==> config.mk <==
export PLATFORM = sky130hd
export DESIGN_NAME = rs_check_unit
export DESIGN_NICKNAME = d
export VERILOG_FILES = /design/src/rtl/rsc_pkg.sv /design/src/rtl/rsc_ctrl.sv /design/src/rtl/rsc_lfsr.sv /design/src/rtl/rsc_syneval.sv /design/src/rtl/rs_check_unit.sv
export SDC_FILE = /design/constraint.sdc
export NUM_CORES = 1
export LEC_CHECK = 0
export ABC_CLOCK_PERIOD_IN_PS = 4800
export BUFFER_PORTS_ARGS = -buffer_cell sky130_fd_sc_hd__buf_2
export CORE_MARGIN = 2
export CORE_UTILIZATION = 60
export CTS_BUF_LIST = sky130_fd_sc_hd__clkbuf_16
export DETAILED_ROUTE_END_ITERATION = 7
export GPL_ROUTABILITY_DRIVEN = 0
export PLACE_DENSITY_LB_ADDON = 0.15
export SYNTH_ARGS = -nofsm -noshare
export SYNTH_HDL_FRONTEND = slang
export SYNTH_SLANG_ARGS = --single-unit
export TNS_END_PERCENT = 20
==> constraint.sdc <==
create_clock -name clk -period 4.8 [get_ports clk]
set_clock_uncertainty 0.1 [all_clocks]
set_input_delay 0.96 -clock clk [delete_from_list [all_inputs] [get_ports clk]]
set_output_delay 0.96 -clock clk [all_outputs]
set_load 0.01 [all_outputs]
==> src/rtl/rsc_pkg.sv <==
package rsc_pkg;
  localparam int SYM_W = 10;
  localparam int NCHK  = 8;
  localparam logic [SYM_W-1:0] FIELD_RED = 10'h009;  // x^10 = x^3 + 1

  typedef logic [SYM_W-1:0] sym_t;
  typedef logic [NCHK-1:0][SYM_W-1:0] symvec_t;
  typedef logic [NCHK:0][SYM_W-1:0] genvec_t;

  // Shift-and-add multiply in GF(2^10)
  function automatic sym_t gf_mul(sym_t a, sym_t b);
    sym_t p;
    sym_t x;
    p = '0;
    x = a;
    for (int i = 0; i < SYM_W; i++) begin
      if (b[i]) p = p ^ x;
      x = x[SYM_W-1] ? ((x << 1) ^ FIELD_RED) : (x << 1);
    end
    return p;
  endfunction

  function automatic sym_t gf_apow(int e);
    sym_t p;
    p = sym_t'(1);
    for (int i = 0; i < e; i++) p = gf_mul(p, sym_t'(2));
    return p;
  endfunction

  // g(x) = prod (x + alpha^r), r = 1..NCHK ; entry j is coefficient of x^j
  function automatic genvec_t gen_coeffs();
    genvec_t g;
    g = '0;
    g[0] = sym_t'(1);
    for (int r = 1; r <= NCHK; r++) begin
      for (int j = NCHK; j >= 1; j--) g[j] = g[j-1] ^ gf_mul(g[j], gf_apow(r));
      g[0] = gf_mul(g[0], gf_apow(r));
    end
    return g;
  endfunction

  // entry k holds alpha^(k+1)
  function automatic symvec_t root_pows();
    symvec_t v;
    for (int k = 0; k < NCHK; k++) v[k] = gf_apow(k + 1);
    return v;
  endfunction
endpackage

==> src/rtl/rsc_ctrl.sv <==
module rsc_ctrl
  import rsc_pkg::*;
#(
  parameter int MAX_BYTES = 518
) (
  input  logic clk,
  input  logic rst_n,
  input  logic ctl_wr,
  input  logic ctl_start,
  input  logic byte_vld,
  input  logic load_wr,
  input  logic res_rd,
  input  logic busy,
  output logic run,
  output logic clr,
  output logic fold,
  output logic load_en,
  output logic [$clog2(NCHK)-1:0] load_idx,
  output logic eval_go,
  output logic syn_mode,
  output logic loads_done
);
  localparam int BCW = $clog2(MAX_BYTES + 1);
  localparam int LCW = $clog2(NCHK + 1);
  localparam int LIW = $clog2(NCHK);

  logic [BCW-1:0] bcnt;
  logic [LCW-1:0] lcnt;

  assign clr        = ctl_wr & ctl_start;
  assign fold       = run & byte_vld & ~ctl_wr & ~res_rd & (bcnt < BCW'(MAX_BYTES));
  assign load_en    = load_wr & ~run & ~busy & ~ctl_wr & (lcnt < LCW'(NCHK));
  assign eval_go    = load_en & (lcnt == LCW'(NCHK - 1));
  assign loads_done = (lcnt == LCW'(NCHK));
  assign load_idx   = LIW'(NCHK - 1) - lcnt[LIW-1:0];

  always_ff @(posedge clk) begin
    if (!rst_n) begin
      run      <= 1'b0;
      bcnt     <= '0;
      lcnt     <= '0;
      syn_mode <= 1'b0;
    end else begin
      if (ctl_wr)      run <= ctl_start;
      else if (res_rd) run <= 1'b0;
      if (clr) begin
        bcnt     <= '0;
        lcnt     <= '0;
        syn_mode <= 1'b0;
      end else begin
        if (fold) bcnt <= bcnt + 1'b1;
        if (load_en) begin
          lcnt     <= lcnt + 1'b1;
          syn_mode <= 1'b1;
        end
      end
    end
  end

  a_r5_read_clears: assert property (@(posedge clk) disable iff (!rst_n)
    res_rd && !ctl_wr |=> !run);
  a_r2_start_sets_run: assert property (@(posedge clk) disable iff (!rst_n)
    clr |=> run && !syn_mode && !loads_done);
  a_r6_count_bound: assert property (@(posedge clk) disable iff (!rst_n)
    bcnt <= BCW'(MAX_BYTES));
  a_r8_go_completes_loads: assert property (@(posedge clk) disable iff (!rst_n)
    eval_go |=> loads_done && syn_mode);
endmodule

==> src/rtl/rsc_lfsr.sv <==
module rsc_lfsr
  import rsc_pkg::*;
(
  input  logic clk,
  input  logic rst_n,
  input  logic clr,
  input  logic fold,
  input  logic [7:0] byte_in,
  input  logic load,
  input  logic [$clog2(NCHK)-1:0] load_idx,
  input  sym_t load_sym,
  output symvec_t stages
);
  localparam genvec_t GEN = gen_coeffs();

  sym_t fb;
  assign fb = {{(SYM_W-8){1'b0}}, byte_in} ^ stages[NCHK-1];

  always_ff @(posedge clk) begin
    if (!rst_n || clr) begin
      stages <= '0;
    end else if (fold) begin
      stages[0] <= gf_mul(fb, GEN[0]);
      for (int k = 1; k < NCHK; k++) stages[k] <= stages[k-1] ^ gf_mul(fb, GEN[k]);
    end else if (load) begin
      stages[load_idx] <= stages[load_idx] ^ load_sym;
    end
  end

  a_r2_clear_zero: assert property (@(posedge clk) disable iff (!rst_n)
    clr |=> stages == '0);
  a_r4_hold_when_idle: assert property (@(posedge clk) disable iff (!rst_n)
    !clr && !fold && !load |=> $stable(stages));
endmodule

==> src/rtl/rsc_syneval.sv <==
module rsc_syneval
  import rsc_pkg::*;
(
  input  logic clk,
  input  logic rst_n,
  input  logic clr,
  input  logic go,
  input  symvec_t rem,
  output logic busy,
  output symvec_t syn
);
  localparam symvec_t ROOTS = root_pows();
  localparam int LIW = $clog2(NCHK);

  logic [LIW-1:0] hidx;

  // Horner evaluation of rem(x), highest coefficient first, all roots in parallel
  always_ff @(posedge clk) begin
    if (!rst_n || clr) begin
      busy <= 1'b0;
      hidx <= '0;
      syn  <= '0;
    end else if (go) begin
      busy <= 1'b1;
      hidx <= LIW'(NCHK - 1);
      syn  <= '0;
    end else if (busy) begin
      for (int k = 0; k < NCHK; k++) syn[k] <= gf_mul(syn[k], ROOTS[k]) ^ rem[hidx];
      hidx <= hidx - 1'b1;
      if (hidx == '0) busy <= 1'b0;
    end
  end

  // checker-only run length of the busy pulse
  logic [LIW+1:0] run_len;
  always_ff @(posedge clk) begin
    if (!rst_n) run_len <= '0;
    else        run_len <= busy ? run_len + 1'b1 : '0;
  end

  a_r9_go_raises_busy: assert property (@(posedge clk) disable iff (!rst_n)
    go && !clr |=> busy);
  a_r9_busy_length: assert property (@(posedge clk) disable iff (!rst_n)
    $fell(busy) && !$past(clr) |-> run_len == (LIW+2)'(NCHK));
endmodule

==> src/rtl/rs_check_unit.sv <==
module rs_check_unit
  import rsc_pkg::*;
#(
  parameter int MAX_BYTES = 518
) (
  input  logic        clk,
  input  logic        rst_n,
  input  logic        ctl_wr,
  input  logic        ctl_start,
  input  logic        byte_vld,
  input  logic [7:0]  byte_in,
  input  logic        load_wr,
  input  logic [9:0]  load_sym,
  input  logic        res_rd,
  input  logic [1:0]  res_sel,
  output logic [31:0] res_data,
  output logic        run_o,
  output logic        busy_o,
  output logic        syn_mode_o,
  output logic        clean_o
);
  localparam int LIW = $clog2(NCHK);

  logic clr, fold, load_en, eval_go, syn_mode, loads_done, busy, run;
  logic [LIW-1:0] load_idx;
  symvec_t stages, syn, shown;

  rsc_ctrl #(.MAX_BYTES(MAX_BYTES)) u_ctrl (
    .clk(clk), .rst_n(rst_n), .ctl_wr(ctl_wr), .ctl_start(ctl_start),
    .byte_vld(byte_vld), .load_wr(load_wr), .res_rd(res_rd), .busy(busy),
    .run(run), .clr(clr), .fold(fold), .load_en(load_en), .load_idx(load_idx),
    .eval_go(eval_go), .syn_mode(syn_mode), .loads_done(loads_done)
  );

  rsc_lfsr u_lfsr (
    .clk(clk), .rst_n(rst_n), .clr(clr), .fold(fold), .byte_in(byte_in),
    .load(load_en), .load_idx(load_idx), .load_sym(load_sym), .stages(stages)
  );

  rsc_syneval u_eval (
    .clk(clk), .rst_n(rst_n), .clr(clr), .go(eval_go), .rem(stages),
    .busy(busy), .syn(syn)
  );

  assign shown    = syn_mode ? syn : stages;
  assign res_data = {{(16-SYM_W){1'b0}}, shown[2*res_sel+1],
                     {(16-SYM_W){1'b0}}, shown[2*res_sel]};

  assign run_o      = run;
  assign busy_o     = busy;
  assign syn_mode_o = syn_mode;
  assign clean_o    = syn_mode & loads_done & ~busy & (syn == '0);

  a_r8_busy_in_syn_mode: assert property (@(posedge clk) disable iff (!rst_n)
    busy |-> syn_mode);
  a_r11_clean_after_eval: assert property (@(posedge clk) disable iff (!rst_n)
    $rose(clean_o) |-> $past(busy));
  a_r7_pad_zero: assert property (@(posedge clk) disable iff (!rst_n)
    res_data[31:26] == '0 && res_data[15:10] == '0);
endmodule

==> After elaboration in Yosys (flattened, before gate mapping) <==
Cells that the tools add are included.
{ "word_totals": {"ff_bits": 180, "inputBits": 27, "out_inout_bits": 36, "elab_cells": 306} }
{ "classes": {"n_addsub": 5, "order_cmp": 7, "n_eq_ne": 2, "mux": 152, "bitwise": 108, "n_reduce_logical": 10} }
{ "ops": {"columns": ["cell", "count"], "rows": [
  ["$mux 10", 91],
  ["$xor 10x10->10", 44],
  ["$mux 80", 3],
  ["$mux 4", 45],
  ["$bmux 10 s3", 3],
  ["$not 2->2", 45],
  ["$bwmux 80", 1],
  ["$logic_not 80->1", 1],
  ["$demux 10 s3", 1],
  ["$bmux 10 s2", 1],
  ["$and 1x1->1", 13],
  ["$lt 3x4->1 const B", 3],
  ["$add 10x1->10 const B", 1],
  ["$lt 10x10->1 const B", 1],
  ["$xor 8x10->10", 1],
  ["$lt 4x4->1 const B", 2],
  ["$mux 3", 2],
  ["$reduce_bool 2->1", 3],
  ["$mux 1", 5],
  ["$not 1->1", 5],
  ["$add 3x1->4 const B", 1],
  ["$add 4x1->4 const B", 1],
  ["$eq 4x3->1 const B", 1],
  ["$eq 4x4->1 const B", 1],
  ["other kinds (8)", 9]
]} }

==> Longest topological paths before layout <==
{ "depth": {"depth_word": 29, "mapped_depth": 9, "ltp_nobuf": 6} }

==> Cells and area by module <==
A second synthesis with hierarchy kept.
{ "unflattened": {"cells_unflattened": 1370, "area_unflattened_um2": 13264.0} }
{ "modules_own_cells": {"columns": ["mod", "n_inst", "cells_each", "area_per_inst_um2", "seq_area_each_um2"], "rows": [
  ["rsc_lfsr", 1, 703, 6249.7, 1601.5],
  ["rsc_syneval", 1, 459, 4586.9, 1681.6],
  ["rs_check_unit", 1, 113, 1615.3, 0.0],
  ["rsc_ctrl", 1, 95, 812.0, 320.3]
]} }

==> Least setup slack after synthesis <==
OpenSTA, ideal clock, no wires.
{ "synth_path": {"path_kind": "input to output", "startpoint": "input port res_sel[0]", "endpoint": "output port res_data[18]", "t_arrival_ns": 2.344, "setup_slack_ns": 1.396, "stages": 3, "path_buffers": 1, "path_cell_list": "buf_1 > mux4_1 > mux2_2"} }
{ "synth_via": {"elab_chain_len": 3} }
{ "synth_lines": {"columns": ["item", "line_no", "text"], "rows": [
  ["start: declaration", "rs_check_unit.sv:15", "input logic [1:0] res_sel,"],
  ["$add 3x1->4", "rs_check_unit.sv:46", "assign res_data = {{(16-SYM_W){1'b0}}, shown[2*res_sel+1],"],
  ["$bmux 10 s3", "rs_check_unit.sv:46", null],
  ["$mux 10 (implied by the code)", "rs_check_unit.sv:46", null],
  ["end: declaration", "rs_check_unit.sv:16", "output logic [31:0] res_data,"]
]} }
No other way between the ends. The select of a mux whose other input is x is not followed.

==> Final worst setup path <==
{ "layout_path": {"startpoint": "register u_ctrl.lcnt[2]", "endpoint": "output port clean_o"} }
{ "layout_via": {"elab_chain_len": 4} }
{ "layout_lines": {"columns": ["item", "line_no", "text"], "rows": [
  ["start: declaration", "rsc_ctrl.sv:28", "logic [LCW-1:0] lcnt;"],
  ["start signal: assignment", "rsc_ctrl.sv:53", "lcnt <= lcnt + 1'b1;"],
  ["$eq 4x4->1", "rsc_ctrl.sv:34", "assign loads_done = (lcnt == LCW'(NCHK));"],
  ["$and 1x1->1 (3 in a row)", "rs_check_unit.sv:52", "assign clean_o = syn_mode & loads_done & ~busy & (syn == '0);"],
  ["end: declaration", "rs_check_unit.sv:20", "output logic clean_o"]
]} }
No other way between the ends.

==> flow_summary.yaml <==
status:
  run_status: "complete, no violations"
flow_run:
  cap_viol_max_count: 0
layout:
  num_antenna_cells: 0
  proportion_of_layout_cells_with_a_drive_suffix_above_1: 0.171
  fin_area_sq_um: 13900
  nNetsFinal: 1361
  fin_cells: 1618
  area_growth_pct: 7.44
yosys:
  synth_cell_types: 62
  synth-async-reset-ratio: 0
  synth_warnings: 0
  postSynthRegisterBits: 180
  synthesis.instances: 1326
  part_of_the_yosys_area_used_for_sequential_elements: 0.278
  synth-edff-count: 0
  syn_area_sq_um: 13000
  mean_instance_size_in_the_synthesized_netlist_sq_um: 9.77
  synth_ff_type: "sky130_fd_sc_hd__dfxtp_1"
critical_path:
  critical_path.max_stage_delay_ns: 0.60
  setup.worst_path.start_class: "register"
  path_class: "register to output port"
  worstPathArrival_ns: 2.43
  worst-path-buf-inv: 1
  required_ns: 3.74
  worst_setup_path_end_kind: "output port"
  critPathMaxFanout: 42
  worst_path_dominant_cell_family: "simple AND/OR/NAND/NOR gates"
  cell_chain_of_the_critical_path: "nor4_1 > nand3_1 > or4_1 > nor3_1 > buf_2"
  timing.critical_path.slowest_stage_cell: "sky130_fd_sc_hd__dfxtp_2"
placed_design:
  post-dp-hpwl_um: 30900
  placed_area_sq_um: 13400
  placement_setup_slack_ns: 1.40
  placed_cells_incl_taps: 1586
  io_buffers: 50
cts:
  root_buffer: "sky130_fd_sc_hd__clkbuf_16"
  worst_skew_pair.late_latency_ns: 0.44
  clk_pin_slew_ns: 0.07
  cts_max_level: 4
  cts-root-to-sink-buffers: 2
  cts.repair_timing.setup_buffer_count: 0
  cts_tree: "built"
  cts_repair_resize_count: 0
  hold_fix_buffers_at_cts: 0
  cts_num_sinks: 180
  numCtsBuffers: 17
timing:
  grt_setup_unrepaired: "no"
  timing_max_transition_violations_final: 0
  max_slew.worst_pin.slew_ns: 1.17
  setup_ws_ns: 1.31
  worst_slew_margin_rel: 0.202
  setup-tns-final_ns: 0
  final_period_minus_worst_setup_slack_ns: 3.49
  fin_crit_sh: 0.727
  report.final.setup_viol: 0
  upper_clock_frequency_limit_mhz: 287
  hold_viol: 0
floorplan:
  floorplan.initialDensity: 0.615
  boundary_pins: 63
  core-area_sq_um: 21100
  die-height_um: 151
  fp-row-count: 53
  fp.dieW_um: 151
  design.die.area_sq_um: 22800
routing:
  drt-wirelength-per-cell_um: 26.2
  dr_total_vias: 11100
  viasPerCell: 6.86
  route.final.wire_length_um: 42400
  drtPass1Iterations: 8
  detail_route.drc_violations: 0
  route.antenna.remaining_nets: 0
  drt_iter0_drc: 1451
power_and_ir_drop:
  switching_share: 0.332
  power.internal_uw: 2700
  power.density_nw_per_um2: 291
  power.net_switching_uw: 1350
  cellLeakagePower_uw: 0.00471
  design_power_total_uw: 4050
  vdd_ir_drop_max_v: 0.000233
  power_frac_comb: 0.269
  power.share.clock: 0.351
  power_frac_seq: 0.380
grt:
  vias_in_the_first_global_route: 10200
  globalRouteTotalUtil: 0.382
  grt_peak_use_layer: "met2"
  groute.layer.met3.usage: 0.0864
  groute.layer.met1.usage: 0.541
  grt_first_pass_wirelength_um: 63900
  number_of_antenna_violations_at_the_first_check_in_global_routing: 1
  grt_start_max_net_pins: 81
  grt-ovfl-total: 0
  met2_usage: 0.569
worst_hold_path:
  worstHoldPathType: "register to register"
==> power by group through the flow <==
stage                     logic, uW  registers [uW]  clock network [uW]
after global placement         1050            1570                   0
after CTS                      1060            1540                1420
after floorplan                 832            1550                   0
final                          1090            1540                1420
after detailed placement       1050            1570                   0
after global routing           1150            1540                1470
==> flip-flops by register name (all words and copies together) (netlist names) <==
| name | cells |
|---|---|
| u_eval.syn | 80 |
| u_lfsr.stages | 80 |
| u_ctrl.bcnt | 10 |
| u_ctrl.lcnt | 4 |
| u_eval.hidx | 3 |
| u_ctrl.run | 1 |
| u_ctrl.syn_mode | 1 |
| u_eval.busy | 1 |
==> kinds of logic (layout without fill, tap and decap cells) <==
| family | count (synthesis) | in the layout | share of synthesized area |
|---|---|---|---|
| AO/OA/AOI/OAI | 230 | 230 | 0.117 |
| XOR/XNOR | 345 | 345 | 0.261 |
| adder cells (fa/ha/maj) | 4 | 4 | 0.00386 |
| buffers and inverters | 106 | 112 | 0.0397 |
| flip-flops | 180 | 180 | 0.278 |
| multiplexers | 160 | 160 | 0.198 |
| other | 1 | 12 | 0.000289 |
| AND/OR/NAND/NOR | 300 | 300 | 0.101 |
==> cell usage in the layout (no fill, tap or decap), drive strengths merged, types with 12 or more instances in the layout <==
cell | Yosys | layout
mux2 | 27 | 27
mux2i | 65 | 65
nor4 | 21 | 21
a31oi | 12 | 12
mux4 | 68 | 68
o221ai | 19 | 19
conb | 1 | 12
o21ai | 37 | 37
a21oi | 69 | 69
buf | 46 | 74
nor2 | 134 | 134
xor2 | 64 | 64
dfxtp | 180 | 180
a221oi | 13 | 13
nand3 | 13 | 13
nand2 | 88 | 88
inv | 5 | 14
a211oi | 43 | 43
clkbuf | 54 | 17
xnor2 | 271 | 271
==> final timing paths <==
| path | startpoint | endpoint | slack, ns | cells past startpoint |
|---|---|---|---|---|
| hold reg to reg | u_ctrl.bcnt[9] | u_ctrl.bcnt[9] | 0.38 | 2 |
| setup reg to reg | u_eval.hidx[1] | u_eval.syn[63] | 1.44 | 6 |
| setup / recovery | u_ctrl.lcnt[2] | clean_o | 1.31 | 5 |
| hold / removal | u_ctrl.bcnt[9] | u_ctrl.bcnt[9] | 0.38 | 2 |
==> cells in the mapped netlist (all sizes together), types with 5 or more instances <==
library cell | instances | area, sq um
nor2 | 134 | 503
xor2 | 64 | 568
mux2 | 27 | 304
a221oi | 13 | 114
dfxtp | 180 | 3600
nor4 | 21 | 138
a31oi | 12 | 75.1
and3 | 6 | 37.5
a21oi | 69 | 345
o211ai | 10 | 75.1
nand3 | 13 | 65.1
o221ai | 19 | 166
xnor3 | 6 | 135
o21ai | 37 | 185
mux4 | 68 | 1580
mux2i | 65 | 688
clkbuf | 54 | 204
buf | 46 | 288
nor3 | 10 | 50.1
inv | 5 | 18.8
nand2 | 88 | 330
nand4 | 10 | 62.6
xnor2 | 271 | 2590
a22oi | 5 | 37.5
a211oi | 43 | 323
==> stage by stage <==
stage / util / hold WS, ns
3_5_place_dp: 0.633 / 0.367
2_1_floorplan: - / 0.330
3_3_place_gp: 0.633 / 0.350
4_1_cts: 0.660 / 0.379
5_1_grt: 0.660 / 0.443
6_report: 0.660 / 0.377
==> layout make-up <==
cell class                      instances  area, sq um
Clock buffer                           17          425
Clock inverter                         15          145
Fill cell                            1742         7160
Inverter                                6         22.5
Multi-Input combinational cell       1051         8910
Sequential cell                       180         3610
Tap cell                              275          344
Timing Repair Buffer                   74          468
==> worst reg2reg max path, stage by stage (launching register included) <==
cell and delay [ns]:
sky130_fd_sc_hd__dfxtp_1 1.05, sky130_fd_sc_hd__mux4_2 0.65, sky130_fd_sc_hd__mux2i_2 0.93, sky130_fd_sc_hd__xnor2_1 0.20, sky130_fd_sc_hd__nand2_1 0.09, sky130_fd_sc_hd__xor2_1 0.16
sky130_fd_sc_hd__nor2_1 0.05
==> layer usage <==
| metal | vias up | part of all wire |
|---|---|---|
| li1 | 4767 | - |
| met1 | 5360 | 0.39 |
| met2 | 837 | 0.44 |
| met3 | 140 | 0.13 |
| met4 | 2 | 0.044 |
| met5 | - | 0.00031 |
(Power assumes the default switching activity.)
